--- config.mk ---
export PLATFORM = sky130hd
export DESIGN_NAME = grain_power_ctrl
export DESIGN_NICKNAME = d
export VERILOG_FILES = /design/src/rtl/grain_pg_pkg.sv /design/src/rtl/grain_select_matrix.sv /design/src/rtl/grain_down_timer.sv /design/src/rtl/grain_pg_fsm.sv /design/src/rtl/grain_power_ctrl.sv
export SDC_FILE = /design/constraint.sdc
export NUM_CORES = 1
export LEC_CHECK = 0
export BUFFER_PORTS_ARGS = -buffer_cell sky130_fd_sc_hd__buf_2
export CORE_ASPECT_RATIO = 0.8
export CORE_MARGIN = 3
export CORE_UTILIZATION = 60
export DETAILED_ROUTE_END_ITERATION = 10
export PLACE_DENSITY = 0.81
export SETUP_SLACK_MARGIN = 0.2
export SLEW_MARGIN = 20
export SYNTH_ARGS = -nofsm -noshare
export SYNTH_HDL_FRONTEND = slang
export SYNTH_SLANG_ARGS = --single-unit
--- constraint.sdc ---
create_clock -name clk -period 1.88 [get_ports clk]
set_input_delay 0.282 -clock clk [delete_from_list [all_inputs] [get_ports clk]]
set_output_delay 0.282 -clock clk [all_outputs]
set_load 0.01 [all_outputs]
--- src/rtl/grain_pg_pkg.sv ---
package grain_pg_pkg;

    typedef enum logic [1:0] {
        PG_OFF     = 2'd0,
        PG_RESTORE = 2'd1,
        PG_ACTIVE  = 2'd2,
        PG_BACKUP  = 2'd3
    } pg_state_e;

    function automatic int unsigned timer_width(input int unsigned length);
        return (length < 2) ? 1 : $clog2(length + 1);
    endfunction

endpackage

--- src/rtl/grain_select_matrix.sv ---
module grain_select_matrix #(
    parameter int unsigned ROWS = 4,
    parameter int unsigned COLS = 4,
    localparam int unsigned GRAINS = ROWS * COLS
) (
    input  logic [ROWS-1:0]   row_sel,
    input  logic [COLS-1:0]   col_sel,
    output logic [GRAINS-1:0] grain_hit
);

    for (genvar r = 0; r < ROWS; r++) begin : g_row
        for (genvar c = 0; c < COLS; c++) begin : g_col
            assign grain_hit[r*COLS + c] = row_sel[r] & col_sel[c];
        end
    end

endmodule

--- src/rtl/grain_down_timer.sv ---
module grain_down_timer #(
    parameter int unsigned LENGTH = 16,
    localparam int unsigned W = grain_pg_pkg::timer_width(LENGTH)
) (
    input  logic clk,
    input  logic rst_n,
    input  logic start,
    input  logic run,
    output logic last
);

    logic [W-1:0] cnt_q;

    always_ff @(posedge clk or negedge rst_n) begin
        if (!rst_n) begin
            cnt_q <= '0;
        end else if (start) begin
            cnt_q <= W'(LENGTH);
        end else if (run && (cnt_q != '0)) begin
            cnt_q <= cnt_q - W'(1);
        end
    end

    assign last = (cnt_q == W'(1));

endmodule

--- src/rtl/grain_pg_fsm.sv ---
module grain_pg_fsm
    import grain_pg_pkg::*;
#(
    parameter int unsigned RESTORE_CYC = 1,
    parameter int unsigned BACKUP_CYC  = 16
) (
    input  logic clk,
    input  logic rst_n,
    input  logic hit,
    input  logic wr_en,
    output logic pwr_en,
    output logic ready,
    output logic busy
);

    pg_state_e state_q, state_d;
    logic      dirty_q, dirty_d;
    logic      rst_start, rst_last;
    logic      bk_start, bk_last;
    logic      acc_write;

    assign acc_write = hit && wr_en;
    assign rst_start = (state_q == PG_OFF) && hit;
    assign bk_start  = (state_q == PG_ACTIVE) && !hit && dirty_q;

    grain_down_timer #(.LENGTH(RESTORE_CYC)) u_restore_timer (
        .clk   (clk),
        .rst_n (rst_n),
        .start (rst_start),
        .run   (state_q == PG_RESTORE),
        .last  (rst_last)
    );

    grain_down_timer #(.LENGTH(BACKUP_CYC)) u_backup_timer (
        .clk   (clk),
        .rst_n (rst_n),
        .start (bk_start),
        .run   (state_q == PG_BACKUP),
        .last  (bk_last)
    );

    // Next-state and dirty-flag decision
    always_comb begin
        state_d = state_q;
        dirty_d = dirty_q;
        unique case (state_q)
            PG_OFF: begin
                dirty_d = 1'b0;
                if (hit) begin
                    state_d = PG_RESTORE;
                end
            end
            PG_RESTORE: begin
                dirty_d = 1'b0;
                if (!hit) begin
                    state_d = PG_OFF;
                end else if (rst_last) begin
                    state_d = PG_ACTIVE;
                end
            end
            PG_ACTIVE: begin
                if (!hit) begin
                    state_d = dirty_q ? PG_BACKUP : PG_OFF;
                end else if (acc_write) begin
                    dirty_d = 1'b1;
                end
            end
            PG_BACKUP: begin
                dirty_d = 1'b0;
                if (acc_write) begin
                    state_d = PG_ACTIVE;
                    dirty_d = 1'b1;
                end else if (bk_last) begin
                    state_d = hit ? PG_ACTIVE : PG_OFF;
                end
            end
        endcase
    end

    // State register
    always_ff @(posedge clk or negedge rst_n) begin
        if (!rst_n) begin
            state_q <= PG_OFF;
            dirty_q <= 1'b0;
        end else begin
            state_q <= state_d;
            dirty_q <= dirty_d;
        end
    end

    // Outputs
    always_comb begin
        pwr_en = 1'b0;
        ready  = 1'b0;
        busy   = 1'b0;
        unique case (state_q)
            PG_OFF: begin
                pwr_en = 1'b0;
            end
            PG_RESTORE: begin
                pwr_en = 1'b1;
            end
            PG_ACTIVE: begin
                pwr_en = 1'b1;
                ready  = 1'b1;
                busy   = dirty_q;
            end
            PG_BACKUP: begin
                pwr_en = 1'b1;
                ready  = 1'b1;
                busy   = 1'b1;
            end
        endcase
    end

endmodule

--- src/rtl/grain_power_ctrl.sv ---
module grain_power_ctrl #(
    parameter int unsigned ROWS        = 4,
    parameter int unsigned COLS        = 4,
    parameter int unsigned GRAIN_CELLS = 64,
    parameter int unsigned RESTORE_CYC = 1,
    parameter int unsigned BACKUP_CYC  = 16,
    localparam int unsigned GRAINS     = ROWS * COLS
) (
    input  logic              clk,
    input  logic              rst_n,
    input  logic [ROWS-1:0]   row_sel,
    input  logic [COLS-1:0]   col_sel,
    input  logic              wr_en,
    output logic [GRAINS-1:0] pwr_en,
    output logic [GRAINS-1:0] ready,
    output logic [GRAINS-1:0] busy
);

    if (GRAIN_CELLS != 8 && GRAIN_CELLS != 32 && GRAIN_CELLS != 64) begin : g_bad_grain
        $error("GRAIN_CELLS must be 8, 32 or 64");
    end
    if (RESTORE_CYC < 1 || BACKUP_CYC < 1) begin : g_bad_timer
        $error("timer lengths must be at least one cycle");
    end

    logic [GRAINS-1:0] grain_hit;

    grain_select_matrix #(.ROWS(ROWS), .COLS(COLS)) u_select (
        .row_sel   (row_sel),
        .col_sel   (col_sel),
        .grain_hit (grain_hit)
    );

    for (genvar g = 0; g < GRAINS; g++) begin : g_grain
        grain_pg_fsm #(
            .RESTORE_CYC (RESTORE_CYC),
            .BACKUP_CYC  (BACKUP_CYC)
        ) u_fsm (
            .clk    (clk),
            .rst_n  (rst_n),
            .hit    (grain_hit[g]),
            .wr_en  (wr_en),
            .pwr_en (pwr_en[g]),
            .ready  (ready[g]),
            .busy   (busy[g])
        );
    end

endmodule

==> flow_summary.yaml <==
route:
  drt_iter0_drc: 482
  first_pass_iters: 6
  met3_length_um: 1000
  drc: 0
  vias: 6353
  drt-met1-wl_um: 7660
  met2_length_um: 7310
  routed.top_layer: "met4"
  drtAntennaViolNets: 0
  totalWireLength_um: 16300
  wl_per_cell_um: 14.8
  routed_via_density: 5.76
cts:
  cts_buffers: 17
  h-tree-depth: 4
  cts_sinks: 144
  clock-root-buffer: "clkbuf_16"
  clock_latency_ns: 0.42
  clock_path_buffers: 2
  cts_tree: "built"
  cts.clk_slew.worst_paths_ns: 0.06
power_and_ir_drop:
  p_leak_nw: 3.99
  finalPower_mw: 10.8
  powerDensity_nw_per_um2: 1210
  vdd_drop_max_mv: 0.730
setup_path:
  crit_path_end_kind: "output pin"
  cp_slowest_stage_delay_ns: 0.47
  crit_chain: "or2_2 > buf_2"
  cp.arrival_ns: 1.35
  crit_type: "reg2out"
  critPathLaunchType: "register"
  critical-path-slowest-cell: "dfrtp_2"
  crit_required_ns: 1.60
  critPathMaxFanout: 10
synthesis:
  synth-simple-area-share: 0.211
  syn-num-nets: 964
  synth_compound_area_frac: 0.145
  synthXorXnorAreaFrac: 0.0385
  ys_seq_area_frac: 0.440
  ys_warn_count: 0
  synth-edff-count: 0
  synth_area_um2: 8200
  postSynthCellCount: 919
  synth_top_area_share: 0.440
  ys.flop_type: "dfrtp_1"
  async_reset_ff_frac: 1.00
  synth_area_leaders: "dfrtp_1, ha_1, nor2_1"
  yosys.area.top_type: "dfrtp_1"
  synth_cell_types: 57
  ys_seq_elements: 144
  synthAdderAreaFrac: 0.0519
  syn_avg_cell_area_um2: 8.92
  muxShareOfSynthArea: 0.0197
  synth_top_family_by_area: "simple AND/OR/NAND/NOR gates"
timing:
  drv_slew: 0
  finalCriticalPeriod_ns: 1.63
  finalSetupViolCount: 0
  fmaxAchievable_mhz: 612
  rsz0062_at_grt: "true"
  timing.final.ws_setup_ns: 0.247
  hold_viol: 0
  maxSlewHeadroom: 0.694
  finClkSkew_ns: 0.00576
  fin_setup_tns_ns: 0
  worst-slew-pin-transition_ns: 0.456
  finalCritPeriodShare: 0.869
finish:
  layout.nets: 962
  final_cells: 1103
  final_cell_mix: "dfrtp_1, nor2_1, nand2_1, a21oi_1, inv_1"
  fin_area_um2: 8950
  drive_gt1_frac: 0.140
  diodes: 0
  final_common_cell: "dfrtp_1"
  syn2layout_area_growth_pct: 9.13
floorplan:
  chipWidth_um: 137
  core_um2: 13100
  start_util: 0.626
  rows: 37
  io_pins: 59
  die_h_um: 111
  fp.dieArea_um2: 15100
run_status:
  status: "completed"
worst_hold_path:
  min_path_type: "in2reg"
placed_design:
  gp_congestion: 0.823
  place_area_um2: 8260
  dpl.hpwl_um: 11200
  port_buffers: 58
  place_ws_ns: 0.325
  place.detailed.instances: 1072
job:
  drv_cap: 0
global_route:
  grt_pass1_vias: 5925
  grt_util_all_layers: 0.224
  grt-ovfl-total: 0
  grt_pass1_wl_um: 27600
  antenna_found_initial: 0
  grt_max_degree: 44
-- kinds of logic (layout without fill, tap and decap cells) --
family                     after synthesis  after routing
AOI/OAI and AO/OA                      181            181
DFF                                    144            144
buffers and inverters                  152            161
and+or+nand+nor                        356            356
muxes                                   16             16
adders and majority gates               34             34
xor gates and xnor gates                36             36
-- synth_stat cells, drive strengths merged, types with 2 or more instances --
| cell | count |
|---|---|
| a311oi | 2 |
| o21ai | 26 |
| and3 | 15 |
| inv | 63 |
| a31oi | 9 |
| o2bb2ai | 2 |
| a211oi | 16 |
| nor2 | 106 |
| a21boi | 4 |
| o221ai | 2 |
| clkbuf | 24 |
| a221o | 4 |
| ha | 34 |
| a22oi | 3 |
| a21oi | 65 |
| nand2b | 5 |
| a221oi | 3 |
| nor3 | 32 |
| o41ai | 6 |
| nand4 | 2 |
| o32ai | 2 |
| o31ai | 2 |
| nor3b | 16 |
| mux2i | 15 |
| dfrtp | 144 |
| or2 | 13 |
| nor4b | 5 |
| nor2b | 14 |
| or3 | 18 |
| o211ai | 5 |
| a32oi | 2 |
| o22ai | 2 |
| a21o | 15 |
| or4b | 2 |
| o21a | 4 |
| nand3 | 27 |
| and2 | 8 |
| buf | 65 |
| nand2 | 89 |
| xnor2 | 36 |
| a32o | 4 |
| o22a | 2 |
-- routing by layer --
layer	up-vias	GRT usage
met5	-	0
met4	0	0.0772
met3	34	0.0546
met2	204	0.331
met1	3035	0.323
li1	3080	-
-- critical path: cells and delay by family, from the launching register on --
kind	cells	cell delay [ns]
DFF	1	0.47
buffers and inverters	1	0.14
and+or+nand+nor	1	0.32
-- repair_timing --
action                                  in CTS  in global routing
hold buffers                                 1                  0
pin swaps                                    0                  1
hold endpoints to repair                    37                  0
endpoints found under the setup margin       1                 21
buffers inserted                             0                  0
gates resized for setup                      1                 13
-- registers in the layout, indices dropped and copies added (netlist names) --
name	flops
g_grain.u_fsm.u_backup_timer.cnt_q	80
g_grain.u_fsm.state_q	32
g_grain.u_fsm.dirty_q	16
g_grain.u_fsm.u_restore_timer.last	16
-- where the power goes --
part           total [mW]  switching (mW)  internal (mW)  leakage (nW)
registers            4.67           0.810           3.86          1.70
logic                2.50            1.31           1.19          1.98
clock network        3.63            1.28           2.35         0.305
-- through the flow --
step                hold slack [ns]   util
floorplan                   -0.0136      -
global placement              0.222  0.631
detailed placement            0.221  0.631
CTS                           0.260  0.680
global route                  0.289  0.683
finish                        0.279  0.683
-- worst paths after layout --
check	startpoint	end	slack [ns]	depth (start not counted)
min in group asynchronous	rst_n	g_grain[6].u_fsm.u_backup_timer.cnt_q[2]$_DFFE_PN0P_	0.34	2
hold / removal	col_sel[2]	g_grain[10].u_fsm.state_q[1]$_DFFE_PN0P_	0.28	3
setup reg to reg	g_grain[10].u_fsm.state_q[0]$_DFFE_PN0P_	g_grain[10].u_fsm.state_q[0]$_DFFE_PN0P_	0.31	4
max in group asynchronous	rst_n	g_grain[5].u_fsm.u_backup_timer.cnt_q[3]$_DFFE_PN0P_	0.89	3
setup / recovery	g_grain[2].u_fsm.state_q[1]$_DFFE_PN0P_	pwr_en[2]	0.25	2
hold reg to reg	g_grain[9].u_fsm.u_backup_timer.cnt_q[4]$_DFFE_PN0P_	g_grain[9].u_fsm.u_backup_timer.cnt_q[4]$_DFFE_PN0P_	0.49	1
-- layout make-up --
cell class              count  area, um^2
clock buffers              22         484
repair buffers             68         399
fillers                   991        4160
well taps                 175         219
clock inverters             8         153
inverters                  63         236
multi-input cells         623        3840
flip-flops and latches    144        3610
(Power assumes the default switching activity.)
